[config.mk]
export PLATFORM = sky130hd
export DESIGN_NAME = pkt_field_mux
export DESIGN_NICKNAME = d
export VERILOG_FILES = /design/src/rtl/pkt_field_mux.sv
export SDC_FILE = /design/constraint.sdc
export NUM_CORES = 1
export LEC_CHECK = 0
export BUFFER_PORTS_ARGS = -buffer_cell sky130_fd_sc_hd__buf_4
export CAP_MARGIN = 20
export CORE_MARGIN = 4
export CORE_UTILIZATION = 50
export CTS_CLUSTER_SIZE = 40
export DETAILED_ROUTE_END_ITERATION = 8
export HOLD_SLACK_MARGIN = 0.06
export PLACE_DENSITY = 0.83
export SYNTH_ARGS = -nofsm -noshare
export SYNTH_HDL_FRONTEND = slang
export SYNTH_SLANG_ARGS = --single-unit
[constraint.sdc]
create_clock -name clk -period 3.3 [get_ports clk]
set_clock_uncertainty 0.2 [all_clocks]
set_input_delay 0.165 -clock clk [delete_from_list [all_inputs] [get_ports clk]]
set_output_delay 0.165 -clock clk [all_outputs]
set_load 0.01 [all_outputs]
[src/rtl/pkt_field_mux.sv]
module pkt_field_mux #(
  parameter int W   = 8,
  parameter int NI0 = 4,
  parameter int NI1 = 2,
  parameter int NO0 = 5,
  parameter int NO1 = 3,
  parameter logic [8*NI0-1:0] IN0_IDS  = {8'd3, 8'd1, 8'd2, 8'd1},
  parameter logic [8*NI1-1:0] IN1_IDS  = {8'd5, 8'd4},
  parameter logic [8*NO0-1:0] OUT0_IDS = {8'd4, 8'd1, 8'd1, 8'd2, 8'd3},
  parameter logic [8*NO1-1:0] OUT1_IDS = {8'd2, 8'd4, 8'd5}
) (
  input  logic         clk,
  input  logic         rst,
  input  logic         in0_valid,
  output logic         in0_ready,
  input  logic [W-1:0] in0_data,
  input  logic         in0_sop,
  input  logic         in0_eop,
  input  logic         in1_valid,
  output logic         in1_ready,
  input  logic [W-1:0] in1_data,
  input  logic         in1_sop,
  input  logic         in1_eop,
  output logic         out0_valid,
  input  logic         out0_ready,
  output logic [W-1:0] out0_data,
  output logic         out0_sop,
  output logic         out0_eop,
  output logic         out1_valid,
  input  logic         out1_ready,
  output logic [W-1:0] out1_data,
  output logic         out1_sop,
  output logic         out1_eop
);

  function automatic int flen(int s);
    case (s)
      0:       return NI0;
      1:       return NI1;
      2:       return NO0;
      default: return NO1;
    endcase
  endfunction

  function automatic int fid(int s, int p);
    case (s)
      0:       return int'(IN0_IDS[8*p +: 8]);
      1:       return int'(IN1_IDS[8*p +: 8]);
      2:       return int'(OUT0_IDS[8*p +: 8]);
      default: return int'(OUT1_IDS[8*p +: 8]);
    endcase
  endfunction

  function automatic int fcnt(int s, int id, int upto);
    int c;
    c = 0;
    for (int p = 0; p < upto; p++)
      if (fid(s, p) == id) c++;
    return c;
  endfunction

  function automatic int fsrc(int o, int j);
    int id;
    int k;
    id = fid(2 + o, j);
    k  = fcnt(2 + o, id, j);
    for (int i = 0; i < 2; i++)
      for (int p = 0; p < flen(i); p++)
        if (fid(i, p) == id) begin
          if (k == 0) return i * 256 + p;
          k--;
        end
    return -1;
  endfunction

  function automatic bit fuse(int o, int i);
    for (int j = 0; j < flen(2 + o); j++)
      if (fsrc(o, j) >= 0 && fsrc(o, j) / 256 == i) return 1'b1;
    return 1'b0;
  endfunction

  function automatic bit fok();
    int id;
    int ci;
    for (int p = 0; p < NI0; p++)
      if (fcnt(1, fid(0, p), NI1) != 0) return 1'b0;
    for (int o = 0; o < 2; o++)
      for (int j = 0; j < flen(2 + o); j++) begin
        id = fid(2 + o, j);
        ci = fcnt(0, id, NI0) + fcnt(1, id, NI1);
        if (ci == 0 || fcnt(2 + o, id, flen(2 + o)) != ci) return 1'b0;
      end
    return 1'b1;
  endfunction

  localparam int MAXI = (NI0 > NI1) ? NI0 : NI1;
  localparam int PW   = (MAXI > 1) ? $clog2(MAXI) : 1;
  localparam bit LINK = (fuse(0, 0) && fuse(0, 1)) || (fuse(1, 0) && fuse(1, 1));
  localparam logic [1:0] C0 = {fuse(1, 0), fuse(0, 0)};
  localparam logic [1:0] C1 = {fuse(1, 1), fuse(0, 1)};
  localparam logic [1:0] CA = C0 | C1;

  if (!fok()) begin : g_bad_layout
    $error("pkt_field_mux: field layout cannot be mapped");
  end

  logic [1:0]  iv, isop, ieop, irdy, acc, last, full, rel, dn, ordy, ovec, osop, oeop;
  logic [W-1:0] idat [2];
  logic [W-1:0] odat [2];
  logic [PW-1:0] wp  [2];
  logic [PW-1:0] idx [2];
  logic [(NI0+NI1)*W-1:0] st;

  assign iv      = {in1_valid, in0_valid};
  assign isop    = {in1_sop, in0_sop};
  assign ieop    = {in1_eop, in0_eop};
  assign idat[0] = in0_data;
  assign idat[1] = in1_data;
  assign ordy    = {out1_ready, out0_ready};
  assign irdy    = ~full;
  assign acc     = iv & irdy;
  assign in0_ready = irdy[0];
  assign in1_ready = irdy[1];

  always_comb begin
    for (int i = 0; i < 2; i++) begin
      idx[i]  = isop[i] ? '0 : wp[i];
      last[i] = (int'(idx[i]) == flen(i) - 1);
    end
  end

  assign rel[0] = LINK ? (&full && ((dn & CA) == CA)) : (full[0] && ((dn & C0) == C0));
  assign rel[1] = LINK ? (&full && ((dn & CA) == CA)) : (full[1] && ((dn & C1) == C1));

  always_ff @(posedge clk) begin
    if (rst) begin
      st   <= '0;
      full <= '0;
      for (int i = 0; i < 2; i++) wp[i] <= '0;
    end else begin
      for (int i = 0; i < 2; i++) begin
        if (acc[i]) begin
          st[((i == 0 ? 0 : NI0) + int'(idx[i])) * W +: W] <= idat[i];
          if (last[i]) begin
            full[i] <= 1'b1;
            wp[i]   <= '0;
          end else if (ieop[i]) begin
            wp[i] <= '0;
          end else begin
            wp[i] <= idx[i] + 1'b1;
          end
        end
        if (rel[i]) full[i] <= 1'b0;
      end
    end
  end

  for (genvar i = 0; i < 2; i++) begin : g_in_chk
    a_r5_stall_after_last: assert property (@(posedge clk) disable iff (rst)
      acc[i] && last[i] |=> !irdy[i]);
    a_r10_partial_drop: assert property (@(posedge clk) disable iff (rst)
      acc[i] && ieop[i] && !last[i] |=> irdy[i]);
  end

  for (genvar o = 0; o < 2; o++) begin : g_out
    localparam int NO = (o == 0) ? NO0 : NO1;
    localparam int RW = (NO > 1) ? $clog2(NO) : 1;
    localparam logic [1:0] UM = {fuse(o, 1), fuse(o, 0)};

    logic [W-1:0]  lane [NO];
    logic [RW-1:0] rp;
    logic          done;

    for (genvar j = 0; j < NO; j++) begin : g_lane
      localparam int SRC  = fsrc(o, j);
      localparam int FLAT = (SRC < 0) ? 0 : (SRC >= 256) ? NI0 + SRC - 256 : SRC;
      assign lane[j] = st[FLAT*W +: W];
    end

    assign ovec[o] = ((full & UM) == UM) && !done;
    assign odat[o] = lane[rp];
    assign osop[o] = (rp == '0);
    assign oeop[o] = (int'(rp) == NO - 1);
    assign dn[o]   = done;

    always_ff @(posedge clk) begin
      if (rst) begin
        rp   <= '0;
        done <= 1'b0;
      end else begin
        if (ovec[o] && ordy[o]) begin
          if (oeop[o]) begin
            rp   <= '0;
            done <= 1'b1;
          end else begin
            rp <= rp + 1'b1;
          end
        end
        if (done && ((rel & UM) != '0)) done <= 1'b0;
      end
    end

    a_r7_hold_stable: assert property (@(posedge clk) disable iff (rst)
      ovec[o] && !ordy[o] |=> ovec[o] && $stable(odat[o]) && $stable(osop[o]) && $stable(oeop[o]));
    a_r6_one_packet: assert property (@(posedge clk) disable iff (rst)
      ovec[o] && ordy[o] && oeop[o] |=> !ovec[o]);
    a_r6_contiguous: assert property (@(posedge clk) disable iff (rst)
      ovec[o] && ordy[o] && !oeop[o] |=> ovec[o] && !osop[o]);
  end

  assign out0_valid = ovec[0];
  assign out0_data  = odat[0];
  assign out0_sop   = osop[0];
  assign out0_eop   = oeop[0];
  assign out1_valid = ovec[1];
  assign out1_data  = odat[1];
  assign out1_sop   = osop[1];
  assign out1_eop   = oeop[1];

endmodule

# [Word-level counts from Yosys, hierarchy flattened]
# Memories as Yosys holds them, arrays and structs flattened.
# Index checks and enable logic that the tools add are counted.
# Widths: inputs -> output; s select.
[totals] ff_bits=57 latchBits=0 ram_bits=4 romBits=0 inputBits=26 out_inout_bits=24 wordCells=107 n_memories=1
[memory_table] memory="wp" depth=2 width=2 read_ports=2 rd_clocked_by_memory_dff=0 write_ports=2 line_no="110" rtl="logic [PW-1:0] wp [2];"
[op_classes] addsub=7 n_mul=0 div_mod_pow=0 magnitude_cmp=2 eq_ne=6 shifts=4 n_mux=51 bitwise_logic=10 n_reduce_logical=19
[ops] operator="$mux 48" count=3
[ops] operator="$bwmux 48" count=2
[ops] operator="$shift 8x33->48 const A" count=2
[ops] operator="$shiftx 8x33->48" count=2
[ops] operator="$neg 5->33" count=1
[ops] operator="$neg 7->33" count=1
[ops] operator="$mux 8" count=4
[ops] operator="$mux 1" count=30
[ops] operator="$bmux 8 s3" count=1
[ops] operator="$mux 2" count=9
[ops] operator="$bmux 8 s2" count=1
[ops] operator="$reduce_and 2->1" count=5
[ops] operator="$eq 2x2->1 const B" count=4
[ops] operator="$logic_and 1x1->1" count=7
[ops] operator="$add 2x1->2 const B" count=3
[ops] operator="$or 1x1->1" count=6
[ops] operator="$reduce_or 2->1" count=3
[ops] operator="$add 3x2->4 const A" count=1
[ops] operator="$ge 4x4->1 const B" count=1
[ops] operator="$not 3->4" count=1
[ops] operator="$add 3x1->3 const B" count=1
[ops] operator="$eq 3x3->1 const B" count=1
[ops] operator="$ge 3x3->1 const B" count=1
[ops] operator="$logic_not 3->1" count=1
[ops] operator="other kinds (7)" count=8

# [Depth between registers and ports, before layout]
[depth] depth_word=9 mapped_depth=7 mapped_depth_nobuf=7

# [Worst setup path before layout]
# Ideal clock, no wire load.
[synth_timing] path_kind="register to register" from="memory wp[0][0] (netlist bit)" to="register st[32]" setup_time_ps=59 arrival_ps=1856 required_ps=3041 slack_ps=1184 stages_incl_launch_ff=7 n_path_buf=0 synth_period_minus_slack_ps=2116 path_cell_list="edfxtp_1 > nand2b_2 > ha_1 > nor4b_2 > nand2_1 > a211oi_4 > a221o_1"
[synth_rtl] item="start, declared" line_no="110"
[synth_rtl] item="end signal, assigned by index" line_no="143" rtl="st[((i == 0 ? 0 : NI0) + int'(idx[i])) * W +: W] <= idat[i];"
[synth_rtl] item="end, declared" line_no="112" rtl="logic [(NI0+NI1)*W-1:0] st;"

==> flow_summary.ini <==
[timing]
slew_violations = 0
timing.setup.tns_ns = 0
setup_viol = 0
period_share_pct = 92.3
hold_viol_final = 0
fmax_mhz = 328
relSlewSlack_pct = 52.1
tightest_slew_ns = 0.718
layout_setup_ws_ns = 0.253
rsz0062_at_grt = false
period_needed_ns = 3.05

[global_routing]
antenna_found_initial = 0
grt_pass1_vias = 3206
grt_usage_pct = 25.8
grt_util_met1_pct = 31.2
grt_busiest_layer = met2
gr-total-overflow = 0
grt_max_degree = 32
grt_use_met2_pct = 43.8
grt_first_pass_wirelength_um = 15500
grt.met3_usage_pct = 3.91

[clocking]
clkLatencyLatePin_ns = 0.34
clock_path_buffers = 2
clkSinkCount = 61
cts-buffers-inserted = 9
htree_num_levels = 3
cts_tree = done
post-cts-setup-buffer-count = 0
clock-root-buffer = clkbuf_8
post_cts_resized = 0
path_clk_slew_ns = 0.07
cts_hold_buf = 30

[min_path]
hp-start = in0_valid
hold_path.class = in2reg
hold_depth = 4
hold_end = wp[0][1]

[run]
maxCapViolations = 0

[route]
wl_per_cell_um = 18.7
drt-initial-drc-count = 263
final_antenna_net_count = 0
vias = 3185
drcViolationCount = 0
viasPerCell = 6.32
dr.pass1.iters = 5
routed_wl_um = 9430

[critical_path]
end_kind = flip-flop
rrSetupSlack_ns = 0.30
required_ns = 3.33
cp_max_fo = 31
startpoint_type = input pin
worstRegToRegCells = 7
crit_type = in2reg
r2r_start = wp[0][0]
regToRegEndpoint = st[38]
crit_arrival_ns = 3.08

[synth]
syn_area_per_cell_um2 = 9.29
syn_nets = 388
seq_area_frac_synth_pct = 39.0
async_flop_share_pct = 0
yosys_warnings = 0
netlist_area_um2 = 3230
ys_ff_latch = 61
syn_inst = 348
synth_flop_cell = dfxtp_1
synth_edf_count = 4
ys_types = 48

[placement]
place_congestion = 0.855
hpwl_um = 6650
place_ws_ns = 0.867
port_buffers = 49

[floorplan]
core_um2 = 6310
initial_core_util_pct = 51.2
rows = 29
dieHeight_um = 88.4
floorplan.die_area_um2 = 7820
io_pins = 50
fp.dieW_um = 88.4

[cells_and_area]
area_growth_pct = 28.0
utilization_pct = 65.6
drive_above_1_share_pct = 19.7
diodes = 0
nNetsFinal = 462

[outcome]
outcome = finished, final reports clean

[pwr]
power.leakage_nw = 1.62
peakVddDrop_v = 0.000255
p_per_area_nw_per_um2 = 405
cells by family (layout without fill, tap and decap cells):
family          Yosys count  after routing  share of synthesized area (%)
simple gates            118            118                           20.5
compound gates          102            102                           23.5
flops                    61             61                           39.0
buf+inv                  28            107                           3.83
mux                      25             25                           7.74
fa+ha+maj                14             14                           5.42
worst max path at each step:
| stage | start | endpoint | depth (start not counted) |
|---|---|---|---|
| after detailed placement | in0_sop | st[14] | 8 |
| after global routing | rst | st[23] | 7 |
| after floorplan | wp[0][0] | st[32] | 6 |
| final | rst | st[23] | 7 |
| after CTS | rst | st[23] | 7 |
| after global placement | in0_sop | st[38] | 7 |
power breakdown:
| part | internal [mW] | switching (mW) | total [mW] |
|---|---|---|---|
| logic | 0.0854 | 0.103 | 0.189 |
| clock network | 0.403 | 0.305 | 0.708 |
| registers | 0.764 | 0.0148 | 0.778 |
| total | 1.25 | 0.423 | 1.67 |
critical path, stage by stage:
cell and delay [ns]:
dlygate4sd3_1 0.52, buf_4 0.33, clkinv_1 0.57, nand2_1 0.43, nor3_2 0.16, a221o_1 0.32
dlygate4sd3_1 0.57
cell type report:
class	count	area (um^2)
Clock buffer	14	205
Clock inverter	2	10.0
Fill cell	493	2170
Inverter	11	41.3
Multi-Input combinational cell	259	1850
Sequential cell	61	1260
Tap cell	77	96.3
Timing Repair Buffer	80	676
cell usage after synthesis (all sizes together) (2+ instances only):
library cell / number / area share (%)
nor2b: 5 / 1.0
edfxtp: 4 / 3.7
or2: 2 / 0.39
a211oi: 2 / 1.0
a32o: 8 / 2.5
ha: 14 / 5.4
clkbuf: 9 / 1.0
o22ai: 16 / 3.1
nand2b: 5 / 1.0
a21oi: 24 / 3.7
nor3: 11 / 1.9
a221oi: 9 / 2.6
o21ai: 9 / 1.4
a22oi: 16 / 3.7
nor4b: 3 / 1.5
nor4: 3 / 1.5
and3b: 3 / 0.89
inv: 10 / 1.2
and2: 10 / 1.9
mux2i: 25 / 7.7
nor2: 33 / 3.8
a221o: 16 / 5.0
buf: 8 / 1.5
nand3: 7 / 1.1
dfxtp: 57 / 35
nand2: 27 / 3.1
nand3b: 3 / 0.70
per-layer routing:
layer	vias to the layer above	wire length [um]
met2	142	4790
met5	-	0
li1	1469	-
met3	37	510
met4	0	338
met1	1537	3790
cell usage in the layout, fill, tap and decap left out, types with 2 or more instances in the layout:
cell	count
clkinv_2	2
and3b_2	2
inv_1	9
nand3b_1	3
nand2_1	27
or2_2	2
dlygate4sd3_1	30
ha_1	14
o22ai_1	16
nand3_1	7
nor2_1	33
buf_4	50
o21ai_0	9
nor2b_1	4
edfxtp_1	4
nand2b_1	4
a22oi_1	16
a221o_1	16
and2_1	10
a221oi_1	8
a32o_1	8
clkbuf_16	2
clkbuf_8	11
nor3_1	10
mux2i_1	25
dfxtp_1	57
nor4_4	2
a21oi_1	24
stage by stage:
| stage | hold WS [ns] | total power, mW | instance area, um^2 | instances |
|---|---|---|---|---|
| after CTS | 0.220 | 1.67 | 4140 | 504 |
| after floorplan | 0.103 | 0.886 | 3230 | 348 |
| after global placement | 0.210 | 0.944 | 3620 | 458 |
| after detailed placement | 0.214 | 0.950 | 3620 | 458 |
| final | 0.232 | 1.67 | 4140 | 504 |
| after global routing | 0.247 | 1.73 | 4140 | 504 |
(Power assumes the default switching activity.)
